[src/rtl/rx_dc_cal_pkg.sv]
package rx_dc_cal_pkg;

    localparam int NUM_CH = 2;

    typedef enum logic [2:0] {
        ST_SLEEP,
        ST_SETTLE_USER,
        ST_PRE_MEAS,
        ST_MEASURE,
        ST_COMMIT,
        ST_DRAIN,
        ST_RUN
    } seq_state_t;

endpackage

[src/rtl/rx_dc_seq.sv]
module rx_dc_seq
    import rx_dc_cal_pkg::*;
#(
    parameter int CAL_START   = 2048,
    parameter int AUTO_SETTLE = 10240,
    parameter int USER_SETTLE = 6144,
    parameter int AVG_LOG2    = 4
) (
    input  logic clk,
    input  logic rst_n,
    input  logic awake_i,
    input  logic user_mode_i,
    input  logic in_valid_i,
    output logic short_req_o,
    output logic acc_clr_o,
    output logic acc_en_o,
    output logic commit_o,
    output logic take_o,
    output logic out_valid_o
);

    localparam int LIM_MAX = (AUTO_SETTLE > USER_SETTLE) ? AUTO_SETTLE : USER_SETTLE;
    localparam int CNT_W   = $clog2(LIM_MAX + 1);
    localparam logic [CNT_W-1:0] CNT_TOP    = {CNT_W{1'b1}};
    localparam logic [CNT_W-1:0] START_LAST = CNT_W'(CAL_START - 1);
    localparam logic [CNT_W-1:0] AUTO_LAST  = CNT_W'(AUTO_SETTLE - 1);
    localparam logic [CNT_W-1:0] USER_LAST  = CNT_W'(USER_SETTLE - 1);

    seq_state_t         state_q, state_d;
    logic [CNT_W-1:0]   wake_cnt_q;
    logic [AVG_LOG2-1:0] meas_cnt_q;
    logic               meas_last;
    logic               running;

    assign meas_last = (state_q == ST_MEASURE) && in_valid_i && (&meas_cnt_q);

    // next-state logic
    always_comb begin
        state_d = state_q;
        if (!awake_i) begin
            state_d = ST_SLEEP;
        end else begin
            unique case (state_q)
                ST_SLEEP:       state_d = user_mode_i ? ST_SETTLE_USER : ST_PRE_MEAS;
                ST_SETTLE_USER: if (wake_cnt_q >= USER_LAST)  state_d = ST_RUN;
                ST_PRE_MEAS:    if (wake_cnt_q >= START_LAST) state_d = ST_MEASURE;
                ST_MEASURE:     if (meas_last)                state_d = ST_COMMIT;
                ST_COMMIT:      state_d = ST_DRAIN;
                ST_DRAIN:       if (wake_cnt_q >= AUTO_LAST)  state_d = ST_RUN;
                ST_RUN:         state_d = ST_RUN;
                default:        state_d = ST_SLEEP;
            endcase
        end
    end

    // state register and counters
    always_ff @(posedge clk or negedge rst_n) begin
        if (!rst_n) begin
            state_q    <= ST_SLEEP;
            wake_cnt_q <= '0;
            meas_cnt_q <= '0;
        end else begin
            state_q <= state_d;
            if (state_q == ST_SLEEP)
                wake_cnt_q <= '0;
            else if (wake_cnt_q != CNT_TOP)
                wake_cnt_q <= wake_cnt_q + 1'b1;
            if (state_q != ST_MEASURE)
                meas_cnt_q <= '0;
            else if (in_valid_i)
                meas_cnt_q <= meas_cnt_q + 1'b1;
        end
    end

    // Moore outputs
    always_comb begin
        short_req_o = 1'b0;
        acc_clr_o   = 1'b0;
        acc_en_o    = 1'b0;
        commit_o    = 1'b0;
        running     = 1'b0;
        unique case (state_q)
            ST_SLEEP:       acc_clr_o = 1'b1;
            ST_SETTLE_USER: acc_clr_o = 1'b1;
            ST_PRE_MEAS: begin
                short_req_o = 1'b1;
                acc_clr_o   = 1'b1;
            end
            ST_MEASURE: begin
                short_req_o = 1'b1;
                acc_en_o    = in_valid_i;
            end
            ST_COMMIT:      commit_o = 1'b1;
            ST_DRAIN:       acc_clr_o = 1'b1;
            ST_RUN:         running = 1'b1;
            default:        acc_clr_o = 1'b1;
        endcase
    end

    assign take_o = running && awake_i && in_valid_i;

    always_ff @(posedge clk or negedge rst_n) begin
        if (!rst_n) out_valid_o <= 1'b0;
        else        out_valid_o <= take_o;
    end

endmodule

[src/rtl/rx_dc_avg.sv]
module rx_dc_avg #(
    parameter int SAMPLE_W = 15,
    parameter int OFF_W    = 10,
    parameter int AVG_LOG2 = 4,
    parameter int ALIGN_SH = 2
) (
    input  logic                clk,
    input  logic                rst_n,
    input  logic                clr_i,
    input  logic                en_i,
    input  logic [SAMPLE_W-1:0] sample_i,
    output logic [OFF_W-1:0]    off_o
);

    localparam int ACC_W = SAMPLE_W + AVG_LOG2;
    localparam int SHIFT = AVG_LOG2 + ALIGN_SH;
    localparam int HI_W  = ACC_W - OFF_W + 1;

    logic signed [ACC_W-1:0] acc_q;
    logic signed [ACC_W-1:0] scaled;
    logic [HI_W-1:0]         hi;

    always_ff @(posedge clk or negedge rst_n) begin
        if (!rst_n)     acc_q <= '0;
        else if (clr_i) acc_q <= '0;
        else if (en_i)  acc_q <= acc_q + ACC_W'($signed(sample_i));
    end

    assign scaled = acc_q >>> SHIFT;
    assign hi     = scaled[ACC_W-1:OFF_W-1];

    always_comb begin
        if ((&hi) || !(|hi))
            off_o = scaled[OFF_W-1:0];
        else if (scaled[ACC_W-1])
            off_o = {1'b1, {(OFF_W-1){1'b0}}};
        else
            off_o = {1'b0, {(OFF_W-1){1'b1}}};
    end

endmodule

[src/rtl/rx_dc_offset_regs.sv]
module rx_dc_offset_regs
    import rx_dc_cal_pkg::*;
#(
    parameter int OFF_W = 10,
    parameter int SEL_W = 1
) (
    input  logic                          clk,
    input  logic                          rst_n,
    input  logic                          user_mode_i,
    input  logic                          wr_en_i,
    input  logic [SEL_W-1:0]              wr_sel_i,
    input  logic [OFF_W-1:0]              wr_data_i,
    input  logic                          load_i,
    input  logic [NUM_CH-1:0][OFF_W-1:0]  cal_i,
    output logic [NUM_CH-1:0][OFF_W-1:0]  off_o
);

    for (genvar c = 0; c < NUM_CH; c++) begin : g_reg
        always_ff @(posedge clk or negedge rst_n) begin
            if (!rst_n)
                off_o[c] <= '0;
            else if (load_i)
                off_o[c] <= cal_i[c];
            else if (user_mode_i && wr_en_i && (wr_sel_i == SEL_W'(c)))
                off_o[c] <= wr_data_i;
        end
    end

endmodule

[src/rtl/rx_dc_sub.sv]
module rx_dc_sub #(
    parameter int SAMPLE_W = 15,
    parameter int OFF_W    = 10,
    parameter int ALIGN_SH = 2
) (
    input  logic                clk,
    input  logic                rst_n,
    input  logic                take_i,
    input  logic [SAMPLE_W-1:0] sample_i,
    input  logic [OFF_W-1:0]    off_i,
    output logic [SAMPLE_W-1:0] out_o
);

    localparam int EXT_W = SAMPLE_W + 1;
    localparam int PAD_W = EXT_W - OFF_W - ALIGN_SH;

    logic [EXT_W-1:0]    ext_s, ext_o, diff;
    logic [SAMPLE_W-1:0] clamped;

    assign ext_s = {sample_i[SAMPLE_W-1], sample_i};
    assign ext_o = {{PAD_W{off_i[OFF_W-1]}}, off_i, {ALIGN_SH{1'b0}}};
    assign diff  = ext_s - ext_o;

    always_comb begin
        if (diff[EXT_W-1] != diff[EXT_W-2])
            clamped = diff[EXT_W-1] ? {1'b1, {(SAMPLE_W-1){1'b0}}}
                                    : {1'b0, {(SAMPLE_W-1){1'b1}}};
        else
            clamped = diff[SAMPLE_W-1:0];
    end

    always_ff @(posedge clk or negedge rst_n) begin
        if (!rst_n)      out_o <= '0;
        else if (take_i) out_o <= clamped;
    end

endmodule

[src/rtl/rx_dc_cal.sv]
module rx_dc_cal
    import rx_dc_cal_pkg::*;
#(
    parameter int SAMPLE_W    = 15,
    parameter int OFF_W       = 10,
    parameter int ALIGN_SH    = 2,
    parameter int AVG_LOG2    = 4,
    parameter int CAL_START   = 2048,
    parameter int AUTO_SETTLE = 10240,
    parameter int USER_SETTLE = 6144
) (
    input  logic                clk,
    input  logic                rst_n,
    input  logic                awake_i,
    input  logic                user_mode_i,
    input  logic                cfg_wr_i,
    input  logic                cfg_sel_i,
    input  logic [OFF_W-1:0]    cfg_data_i,
    input  logic                in_valid_i,
    input  logic [SAMPLE_W-1:0] in_i,
    input  logic [SAMPLE_W-1:0] in_q,
    output logic                short_req_o,
    output logic                out_valid_o,
    output logic [SAMPLE_W-1:0] out_i,
    output logic [SAMPLE_W-1:0] out_q
);

    logic acc_clr, acc_en, commit, take;
    logic [NUM_CH-1:0][SAMPLE_W-1:0] smp, res;
    logic [NUM_CH-1:0][OFF_W-1:0]    cal_off, cur_off;

    assign smp[0] = in_i;
    assign smp[1] = in_q;
    assign out_i  = res[0];
    assign out_q  = res[1];

    rx_dc_seq #(
        .CAL_START   (CAL_START),
        .AUTO_SETTLE (AUTO_SETTLE),
        .USER_SETTLE (USER_SETTLE),
        .AVG_LOG2    (AVG_LOG2)
    ) seq_i (
        .clk         (clk),
        .rst_n       (rst_n),
        .awake_i     (awake_i),
        .user_mode_i (user_mode_i),
        .in_valid_i  (in_valid_i),
        .short_req_o (short_req_o),
        .acc_clr_o   (acc_clr),
        .acc_en_o    (acc_en),
        .commit_o    (commit),
        .take_o      (take),
        .out_valid_o (out_valid_o)
    );

    rx_dc_offset_regs #(
        .OFF_W (OFF_W),
        .SEL_W (1)
    ) regs_i (
        .clk         (clk),
        .rst_n       (rst_n),
        .user_mode_i (user_mode_i),
        .wr_en_i     (cfg_wr_i),
        .wr_sel_i    (cfg_sel_i),
        .wr_data_i   (cfg_data_i),
        .load_i      (commit),
        .cal_i       (cal_off),
        .off_o       (cur_off)
    );

    for (genvar c = 0; c < NUM_CH; c++) begin : g_ch
        rx_dc_avg #(
            .SAMPLE_W (SAMPLE_W),
            .OFF_W    (OFF_W),
            .AVG_LOG2 (AVG_LOG2),
            .ALIGN_SH (ALIGN_SH)
        ) avg_i (
            .clk      (clk),
            .rst_n    (rst_n),
            .clr_i    (acc_clr),
            .en_i     (acc_en),
            .sample_i (smp[c]),
            .off_o    (cal_off[c])
        );

        rx_dc_sub #(
            .SAMPLE_W (SAMPLE_W),
            .OFF_W    (OFF_W),
            .ALIGN_SH (ALIGN_SH)
        ) sub_i (
            .clk      (clk),
            .rst_n    (rst_n),
            .take_i   (take),
            .sample_i (smp[c]),
            .off_i    (cur_off[c]),
            .out_o    (res[c])
        );
    end

endmodule

[config.mk]
export PLATFORM = sky130hd
export DESIGN_NAME = rx_dc_cal
export DESIGN_NICKNAME = d
export VERILOG_FILES = /design/src/rtl/rx_dc_cal_pkg.sv /design/src/rtl/rx_dc_seq.sv /design/src/rtl/rx_dc_avg.sv /design/src/rtl/rx_dc_offset_regs.sv /design/src/rtl/rx_dc_sub.sv /design/src/rtl/rx_dc_cal.sv
export SDC_FILE = /design/constraint.sdc
export NUM_CORES = 1
export LEC_CHECK = 0
export ABC_CLOCK_PERIOD_IN_PS = 3300
export BUFFER_PORTS_ARGS = -buffer_cell sky130_fd_sc_hd__buf_2
export CORE_MARGIN = 2
export CORE_UTILIZATION = 48
export CTS_CLUSTER_DIAMETER = 80
export CTS_CLUSTER_SIZE = 16
export DETAILED_ROUTE_END_ITERATION = 16
export HOLD_SLACK_MARGIN = 0.03
export PLACE_DENSITY = 0.66
export SLEW_MARGIN = 20
export SYNTH_ARGS = -nofsm -noshare
export SYNTH_HDL_FRONTEND = slang
export SYNTH_SLANG_ARGS = --single-unit
[constraint.sdc]
create_clock -name clk -period 3.3 [get_ports clk]
set_clock_uncertainty 0.15 [all_clocks]
set_input_delay 0.66 -clock clk [delete_from_list [all_inputs] [get_ports clk]]
set_output_delay 0.66 -clock clk [all_outputs]
set_load 0.01 [all_outputs]
==> results of run 1 <==
report_power, final:
group,switching (mW),internal (mW)
sequential,0.219,1.67
combinational,1.88,1.29
clock,0.518,0.662
total,2.61,3.61
stage by stage:
stage	cell area (sq um)	setup TNS [ns]	std cells
6_report	8651	0	1188
5_1_grt	8651	0	1188
4_1_cts	8647	0	1188
3_5_place_dp	8335	-1.265	1173
3_3_place_gp	8335	-0.2783	1173
2_1_floorplan	7616	0	890
layer usage:
metal	wire length [um]	up-vias	share of wire, %	global-route usage [%]
met5	0	-	0	0
met3	882	24	4.7	4.674
met1	9478	3101	50	34.79
li1	-	3340	-	-
met4	300	0	1.6	5.503
met2	8295	143	44	36.25
flip-flops by register name (all words and copies together) (netlist names):
register,count
g_ch.sub_i.out_o,30
seq_i.state_q,3
g_ch.avg_i.acc_q,38
regs_i.off_o,20
seq_i.out_valid_o,1
seq_i.meas_cnt_q,4
seq_i.wake_cnt_q,14
critical path, stage by stage:
cell       delay, ns
buf_2           0.12
inv_1           0.05
ha_1            0.17
inv_1           0.06
fa_1            0.40
nand3_1         0.13
a21oi_1         0.10
a2111oi_2       0.31
or3_1           0.22
o311ai_4        0.12
o21ai_1         0.59
o21ai_0         0.21
placed cells by master (no fill, tap or decap), types with 4 or more instances in the layout:
cell type / Yosys / layout
buf_2: 0 / 77
nand4_1: 8 / 8
nor2b_1: 10 / 10
o21bai_1: 10 / 10
nor3_1: 11 / 11
nand2_1: 108 / 108
o22ai_1: 20 / 20
o21ai_0: 93 / 93
o21a_1: 11 / 11
xor2_1: 29 / 29
a21o_1: 18 / 18
xnor2_1: 32 / 32
and3_1: 5 / 5
clkbuf_16: 0 / 9
fa_1: 4 / 4
o21ai_1: 22 / 21
and2_1: 5 / 5
a211oi_1: 4 / 4
a21oi_1: 73 / 73
or3_1: 4 / 4
o211ai_1: 4 / 4
ha_1: 64 / 64
mux2i_1: 6 / 6
nand3_1: 20 / 20
dfrtp_1: 110 / 110
inv_1: 40 / 40
nand2b_1: 8 / 8
buf_4: 2 / 21
nor2_1: 73 / 73
a22o_1: 7 / 7
o31ai_1: 6 / 5
cell type report:
class / count / area, sq um
clock inverter: 6 / 86.33
timing repair buffer: 100 / 583.1
tap: 216 / 270.3
fill: 1509 / 7062
multi-input combinational: 707 / 4583
sequential: 110 / 2753
clock buffer: 9 / 225.2
inverter: 40 / 150.1
logic make-up (layout without fill, tap and decap cells):
kind of cell,after synthesis,after routing,synth area share [%]
flops,110,110,36.14
buf+inv,73,155,3.910
fa+ha+maj,68,68,11.57
compound gates,306,306,24.91
mux,6,6,0.7886
simple gates,266,266,15.67
xor+xnor,61,61,7.015
worst paths after layout:
kind | start | cells after the start | slack [ns] | to
max | in_q[2] | 12 | 0.20 | g_ch[1].sub_i.out_o[5]$_DFFE_PN0P_
min reg2reg | g_ch[0].sub_i.out_o[9]$_DFFE_PN0P_ | 2 | 0.33 | g_ch[0].sub_i.out_o[9]$_DFFE_PN0P_
max reg2reg | regs_i.off_o[10]$_DFFE_PN0P_ | 10 | 0.28 | g_ch[1].sub_i.out_o[5]$_DFFE_PN0P_
min | rst_n | 1 | 0.12 | g_ch[1].sub_i.out_o[2]$_DFFE_PN0P_
min in group clk | g_ch[0].sub_i.out_o[9]$_DFFE_PN0P_ | 2 | 0.33 | g_ch[0].sub_i.out_o[9]$_DFFE_PN0P_
max in group asynchronous | rst_n | 2 | 2.18 | seq_i.meas_cnt_q[0]$_DFFE_PN0P_
==> results.cfg, run 1 <==
[floorplan]
coreArea_sq_um = 15710
dieArea_sq_um = 16890
ios = 79
dieWidth_um = 130.0
placementRows = 46
dieHeight_um = 130.0
initial_core_util_pct = 48.47

[clock_network]
cts_max_path_buffers = 2
ctsResizeCount = 0
htree_num_levels = 3
clk_pin_slew_ns = 0.07
cts_setup_buffers = 0
ctsHoldBuffers = 0
cts_buffers = 9
cts.sinks = 110
root_buffer = clkbuf_16
cts_tree = built
clk_latency_ns = 0.36

[sta]
finalSetupViolations = 0
fmax_ghz = 0.3230
rsz0062_at_grt = false
fin_crit_ns = 3.096
setup_slack_ns = 0.2040
slew_headroom_pct = 52.69
worst_hold_slack_ns = 0.1197
slew_violations = 0
worst_pin_slew_ns = 0.7049
fin_crit_sh_pct = 93.82
hold_viol_final = 0

[detailed_routing]
viasPerCell = 5.562
vias = 6608
wire_per_inst_um = 15.96
drt-total-wl_mm = 18.96
firstDrtPassIters = 5
drtIter0Drc = 463
ant_nets = 0
drc = 0

[finish]
diodes = 0
finish.utilization_pct = 55.06
drive_gt1_share_pct = 13.27
syn_to_final_growth_pct = 13.59
fin_nets = 1083

[yosys]
async_flop_share_pct = 100.0
synth-main-ff-cell = dfrtp_1
synth_top_area_cell = dfrtp_1
syn_area_per_cell_sq_um = 8.557
synth_enable_flop_cells = 0
synth_cell_types = 69
synth_nets = 1005
synth.area.top_cells = dfrtp_1, ha_1, o21ai_0
ys_seq_area_share_pct = 36.14
synth-seq-cells = 110
synth_top_area_share_pct = 36.14
syn_area_sq_um = 7616
syn_inst = 890
synth_most_common_cell = dfrtp_1
yosysWarnings = 0
synthTopCellsByCount = dfrtp_1, nand2_1, o21ai_0

[pwr]
p_per_area_nw_per_um2 = 719.7
leakage_nw = 4.136
ir_drop_mv = 0.3682
power.total_mw = 6.226

[worst_setup_path]
critPathArrivalTime_ns = 3.15
critPathKind = primary input to flop
critPathMaxFanout = 11
cp-end-kind = flop
worstPathRequired_ns = 3.36
start_kind = primary input

[grt]
grt_pass1_wl_mm = 31.32
antenna_found_initial = 0
grt_pass1_vias = 6187
grtUsageTotal_pct = 23.69
grt_overflow = 0
grt_max_degree = 50

[placement]
place.port_buffers = 78
dp_hpwl_mm = 14.61
place_ws_ns = -0.1672
gp_congestion = 0.8879

[status]
status = complete, no violations

[worst_hold_path]
min_path_type = primary input to async pin

[job]
maxCapViolCount = 0
Power figures use the tool's default switching activity.
==> inputs of run 2 (changes only) <==
--- a/config.mk
+++ b/config.mk
@@ -5,14 +5,16 @@
 export SDC_FILE = /design/constraint.sdc
 export NUM_CORES = 1
 export LEC_CHECK = 0
+export ABC_AREA = 1
 export ABC_CLOCK_PERIOD_IN_PS = 3300
 export BUFFER_PORTS_ARGS = -buffer_cell sky130_fd_sc_hd__buf_2
+export CORE_ASPECT_RATIO = 1.25
 export CORE_MARGIN = 2
 export CORE_UTILIZATION = 48
 export CTS_CLUSTER_DIAMETER = 80
 export CTS_CLUSTER_SIZE = 16
 export DETAILED_ROUTE_END_ITERATION = 16
-export HOLD_SLACK_MARGIN = 0.03
+export HOLD_SLACK_MARGIN = 0.1
 export PLACE_DENSITY = 0.66
 export SLEW_MARGIN = 20
 export SYNTH_ARGS = -nofsm -noshare
==> run 2 against run 1 <==
Non-clock buffer count shrank 11. Register-to-register slack better by 0.67 ns. Worst hold slack gained 0.20 ns. Die area rose by 9.9%. Global-route usage rose by 1.7 points. Count of clock-buffer cells in the layout increased by 1. Routed wire length up 22%. Cell count increased by 28%. First-iteration DRC count up 24%. Flip-flop and latch count did not move. Synthesized cell count rose by 36%.
==> results.cfg, run 2 <==
[floorplan]
dieWidth_um = 122.3
dieArea_sq_um = 18560
dieHeight_um = 151.8
ios = 79
coreArea_sq_um = 17300
initial_core_util_pct = 48.52
placementRows = 54

[clock_network]
cts_buffers = 9
clk_latency_ns = 0.36
htree_num_levels = 3
cts_max_path_buffers = 2
cts_tree = built
cts.sinks = 110
clk_pin_slew_ns = 0.07
root_buffer = clkbuf_16

[yosys]
synth_top_area_share_pct = 32.80
synth_most_common_cell = nand2_1
synth_nets = 1327
synth_xor_area_share_pct = 2.609
async_flop_share_pct = 100.0
yosysWarnings = 0
syn_area_sq_um = 8392
synth_compound_area_share_pct = 17.30
synth_enable_flop_cells = 0
yosys.area_share.adder_pct = 10.50
synth-main-ff-cell = dfrtp_1
synth_cell_types = 40
muxShareOfSynthArea_pct = 0
yosys.area_share.simple_pct = 28.48
synth_top_family_by_area = simple AND/OR/NAND/NOR gates
synthTopCellsByCount = nand2_1, inv_1, nor2_1
ys_seq_area_share_pct = 32.80
synth.area.top_cells = dfrtp_1, nand2_1, ha_1
syn_inst = 1212
synth-seq-cells = 110
syn_area_per_cell_sq_um = 6.924
synth_top_area_cell = dfrtp_1

[detailed_routing]
drtIter0Drc = 576
ant_nets = 0
drt-total-wl_mm = 23.15
drc = 0
firstDrtPassIters = 7
wire_per_inst_um = 15.21
vias = 8093
viasPerCell = 5.317

[grt]
antenna_found_initial = 2
grtUsageTotal_pct = 25.43
grt_max_degree = 60
grt_pass1_wl_mm = 37.34
grt_pass1_vias = 7617
grt_overflow = 0

[placement]
dpl_cell_area_sq_um = 9022
dp_hpwl_mm = 18.61
placedCellCount = 1503
place.port_buffers = 78
gp_congestion = 0.9007

[worst_setup_path]
startpoint = in_q[2]
critPathMaxFanout = 11
worstSetupEndpoint = g_ch[1].sub_i.out_o[5]$_DFFE_PN0P_
cp_cell_sequence = buf_2, inv_1, ha_1, inv_1, fa_1, nand3_1, nand3_1, nand3_1, nand3_1, nand2_1, nand2_1, a21oi_2, buf_4, a21oi_1
crit_cells = 14
path_buf_inv = 4
critPathKind = primary input to flop
crit_top_cell = nand3_1
critPathSlowestCell = fa_1
rr_startpoint = regs_i.off_o[19]$_DFFE_PN0P_
start_kind = primary input
critPathTopFamily = simple AND/OR/NAND/NOR gates
r2r_slack_ns = 0.95
rr_endpoint = g_ch[1].sub_i.out_o[5]$_DFFE_PN0P_
critPathArrivalTime_ns = 2.54
cp-end-kind = flop
max_stage_delay_ns = 0.42
worstPathRequired_ns = 3.39
reg2reg_depth = 13

[job]
maxCapViolCount = 0

[finish]
fill_cells = 1810
finalNonFillerCells = 1522
final_cell_area_sq_um = 9321
syn_to_final_growth_pct = 11.08
fin_nets = 1406
final_common_cell = nand2_1
final_cell_mix = nand2_1, inv_1, nor2_1, a21oi_1, dfrtp_1
drive_gt1_share_pct = 10.34
regMostFlops = g_ch.avg_i.acc_q
largest_reg_flops = 38
largestRegisters = g_ch.avg_i.acc_q: 38 flops, g_ch.sub_i.out_o: 30 flops, regs_i.off_o: 20 flops

[sta]
fin_setup_tns_ns = 0
slew_violations = 0
rsz0062_at_grt = false
slew_headroom_pct = 60.64
worst_pin_slew_ns = 0.5904
finalSetupViolations = 0
hold_viol_final = 0
fin_crit_sh_pct = 74.20
fmax_ghz = 0.4084
fin_crit_ns = 2.449

[pwr]
power.total_mw = 6.489
leakage_nw = 4.965
p_per_area_nw_per_um2 = 696.2
ir_drop_mv = 0.3252

[status]
status = complete, no violations

[worst_hold_path]
min_path_type = flop to flop
run 2: changes by cell type after synthesis, moves of 11 or more:
cell,delta
a21o_1,-14
a21oi_1,+43
buf_2,+12
clkbuf_1,-23
inv_1,+104
nand2_1,+210
nand3_1,+51
nand4_1,+11
nor2_1,+65
o21ai_1,-22
o22ai_1,-14
xnor2_1,-26
run 2: layout make-up:
type	count	area (sq um)	area share, %
clock inverter	6	55.05	0.5906
timing repair buffer	89	490.5	5.262
inverter	149	559.3	6.000
antenna	2	5.005	0.05369
sequential	110	2753	29.53
multi-input combinational	932	4950	53.10
tap	224	280.3	3.007
clock buffer	10	229.0	2.456
run 2: report_power, final:
group	internal [mW]	switching [mW]	total [mW]
logic	1.20	2.28	3.48
clock network	0.526	0.542	1.07
registers	1.70	0.243	1.94
total	3.42	3.07	6.49
run 2: layer usage:
metal	part of all wire [%]	track usage, %	up-vias
met5	0	0	-
met4	2.5	7.772	0
met3	4.0	3.341	36
met2	49	44.29	178
met1	44	32.45	3727
li1	-	-	4152
run 2: worst min path at each step:
| stage | startpoint | to | slack [ns] | depth (start not counted) |
|---|---|---|---|---|
| after floorplan | rst_n | g_ch[0].avg_i.acc_q[0]$_DFFE_PN0P_ | 0.21 | 0 |
| after global placement | seq_i.meas_cnt_q[3]$_DFFE_PN0P_ | seq_i.meas_cnt_q[3]$_DFFE_PN0P_ | 0.30 | 1 |
| after detailed placement | seq_i.meas_cnt_q[3]$_DFFE_PN0P_ | seq_i.meas_cnt_q[3]$_DFFE_PN0P_ | 0.31 | 1 |
| after CTS | seq_i.meas_cnt_q[3]$_DFFE_PN0P_ | seq_i.meas_cnt_q[3]$_DFFE_PN0P_ | 0.32 | 1 |
| after global routing | seq_i.meas_cnt_q[3]$_DFFE_PN0P_ | seq_i.meas_cnt_q[3]$_DFFE_PN0P_ | 0.35 | 1 |
| final | seq_i.meas_cnt_q[3]$_DFFE_PN0P_ | seq_i.meas_cnt_q[3]$_DFFE_PN0P_ | 0.32 | 1 |
run 2: repair_timing:
item,4_1_cts,5_1_grt
setup buffers,0,0
resized for setup,0,0
endpoints found under the hold margin,6,0
setup endpoints to repair,0,0
hold buffers,1,0
run 2: cells by family after synthesis:
group / Yosys count
and+or+nand+nor: 575
AOI/OAI and AO/OA: 264
buffers and inverters: 170
DFF: 110
adders and majority gates: 68
xor gates and xnor gates: 25
run 2: per-stage QoR:
step           setup slack (ns)  util (%)  hold WS, ns
6_report                 0.8514     53.89       0.3202
5_1_grt                  0.6890     53.86       0.3502
4_1_cts                  0.8605     53.86       0.3164
3_5_place_dp             0.4819     52.16       0.3063
3_3_place_gp             0.5373     52.16       0.2973
2_1_floorplan            0.8224         -       0.2144
==> inputs of run 3 (changes only) <==
--- a/config.mk
+++ b/config.mk
@@ -6,7 +6,7 @@
 export NUM_CORES = 1
 export LEC_CHECK = 0
 export ABC_AREA = 1
-export ABC_CLOCK_PERIOD_IN_PS = 3300
+export ABC_CLOCK_PERIOD_IN_PS = 2500
 export BUFFER_PORTS_ARGS = -buffer_cell sky130_fd_sc_hd__buf_2
 export CORE_ASPECT_RATIO = 1.25
 export CORE_MARGIN = 2
==> constraint.sdc (replaced) <==
create_clock -name clk -period 2.5 [get_ports clk]
set_clock_uncertainty 0.15 [all_clocks]
set_input_delay 0.5 -clock clk [delete_from_list [all_inputs] [get_ports clk]]
set_output_delay 0.5 -clock clk [all_outputs]
set_load 0.01 [all_outputs]
==> run 3 against run 2 <==
First-iteration DRC count down 9.7%. Final area up 2.1%. Global-route usage up 0.33 points. Via count up 1.6%. Routed wire length down 0.35%. Combinational power up 37%. Largest cell class unchanged.
==> results.cfg, run 3 (same netlist as run 2, synthesis figures left out) <==
[detailed_routing]
wire_per_inst_um = 14.94
viasPerCell = 5.327
firstDrtPassIters = 5
drc = 0
drtIter0Drc = 520
ant_nets = 0
drt-total-wl_mm = 23.07
vias = 8225

[worst_setup_path]
critPathKind = flop to flop
worstPathRequired_ns = 2.64
start_kind = flop
startpoint = regs_i.off_o[9]$_DFFE_PN0P_
reg2reg_depth = 11
critPathArrivalTime_ns = 2.44
r2r_slack_ns = 0.21
crit_top_cell = nand2_1
critPathSlowestCell = dfrtp_1
worstSetupEndpoint = g_ch[0].sub_i.out_o[3]$_DFFE_PN0P_
rr_endpoint = g_ch[0].sub_i.out_o[3]$_DFFE_PN0P_
rr_startpoint = regs_i.off_o[9]$_DFFE_PN0P_
max_stage_delay_ns = 0.37
cp_cell_sequence = inv_1, ha_1, nand2_1, nand2_1, a21oi_1, nand3_1, nand2_1, nand2_1, nand2_2, nand2_1, a21oi_1
cp-end-kind = flop
critPathMaxFanout = 14

[clock_network]
cts_tree = built
cts.sinks = 110
ctsResizeCount = 0
cts_max_path_buffers = 2
clk_pin_slew_ns = 0.08
clk_latency_ns = 0.37
cts_setup_buffers = 0
cts_buffers = 9
htree_num_levels = 3
root_buffer = clkbuf_16
ctsHoldBuffers = 1

[finish]
syn_to_final_growth_pct = 13.45
final_common_cell = nand2_1
final_cell_mix = nand2_1, inv_1, nor2_1, a21oi_1, dfrtp_1
finalNonFillerCells = 1544
drive_gt1_share_pct = 11.91
largestRegisters = g_ch.avg_i.acc_q: 38 flops, g_ch.sub_i.out_o: 30 flops, regs_i.off_o: 20 flops
multi_input_area_sq_um = 4950
finish.utilization_pct = 55.04
regMostFlops = g_ch.avg_i.acc_q
final_cell_area_sq_um = 9520
largest_reg_flops = 38
fin_nets = 1428
fill_cells = 1797
seqCellArea_sq_um = 2753

[floorplan]
dieWidth_um = 122.3
dieHeight_um = 151.8
coreArea_sq_um = 17300
placementRows = 54
dieArea_sq_um = 18560
initial_core_util_pct = 48.52
ios = 79

[grt]
grt_pass1_wl_mm = 37.88
grt_pass1_vias = 7757
grt_overflow = 0
antenna_found_initial = 2
grt_max_degree = 58
grtUsageTotal_pct = 25.76

[placement]
dp_hpwl_mm = 18.63
dpl_cell_area_sq_um = 9213
placedCellCount = 1525
place_ws_ns = -0.00001843
place.port_buffers = 78
gp_congestion = 0.9381

[sta]
rsz0062_at_grt = false
fin_crit_sh_pct = 91.74
slew_violations = 0
setup_slack_ns = 0.2065
worst_pin_slew_ns = 0.4428
fin_setup_tns_ns = 0
fin_crit_ns = 2.294
slew_headroom_pct = 70.44
worst_hold_slack_ns = 0.2689
hold_viol_final = 0
fmax_ghz = 0.4360
finalSetupViolations = 0

[pwr]
ir_drop_mv = 0.5022
p_per_area_nw_per_um2 = 920.8
power.total_mw = 8.767
leakage_nw = 5.089

[job]
maxCapViolCount = 0

[worst_hold_path]
min_path_type = primary input to flop

[status]
status = complete, no violations
[run 3: cell types whose count changed in the layout (fill, tap and decap cells not counted)]
cell        before  now
buf_4           10   30
clkinv_4         1    2
buf_12           1    3
clkinvlp_4       1    0
clkbuf_1         1    0
inv_8            0    1
[run 3: power breakdown]
part,switching [mW],internal (mW),total [mW]
registers,0.321,2.24,2.56
logic,3.04,1.71,4.76
clock network,0.746,0.702,1.45
total,4.11,4.66,8.77
[run 3: area by class of cell]
cell class | count | area share (%)
multi-input cells | 932 | 51.99
flip-flops and latches | 110 | 28.91
repair buffers | 111 | 7.149
inverters | 149 | 5.875
well taps | 224 | 2.944
clock buffers | 9 | 2.366
clock inverters | 7 | 0.7097
diodes | 2 | 0.05257
[run 3: how the worst min path moves through the flow]
| stage | from | endpoint | slack [ns] | cells past startpoint |
|---|---|---|---|---|
| floorplan | rst_n | g_ch[0].avg_i.acc_q[0]$_DFFE_PN0P_ | 0.05 | 0 |
| global placement | rst_n | g_ch[1].avg_i.acc_q[5]$_DFFE_PN0P_ | 0.26 | 1 |
| detailed placement | rst_n | g_ch[1].avg_i.acc_q[5]$_DFFE_PN0P_ | 0.26 | 1 |
| CTS | awake_i | seq_i.state_q[0]$_DFFE_PN0P_ | 0.26 | 3 |
| global route | in_i[0] | g_ch[0].sub_i.out_o[0]$_DFFE_PN0P_ | 0.28 | 3 |
| finish | in_i[0] | g_ch[0].sub_i.out_o[0]$_DFFE_PN0P_ | 0.27 | 3 |
[run 3: per-layer routing]
metal,share of wire [%],wire [um],track usage [%],vias up
met5,0,0,0,-
li1,-,-,-,4198
met4,2.3,533,7.280,0
met1,44,10190,33.48,3799
met2,49,11390,43.86,196
met3,4.1,951,4.242,32
[run 3: worst max-delay path: cells and delay by family (launching register included)]
| family | cells | cell delay, ns |
|---|---|---|
| AOI/OAI and AO/OA | 2 | 0.41 |
| and+or+nand+nor | 7 | 0.77 |
| adders and majority gates | 1 | 0.33 |
| buffers and inverters | 1 | 0.17 |
| DFF | 1 | 0.37 |
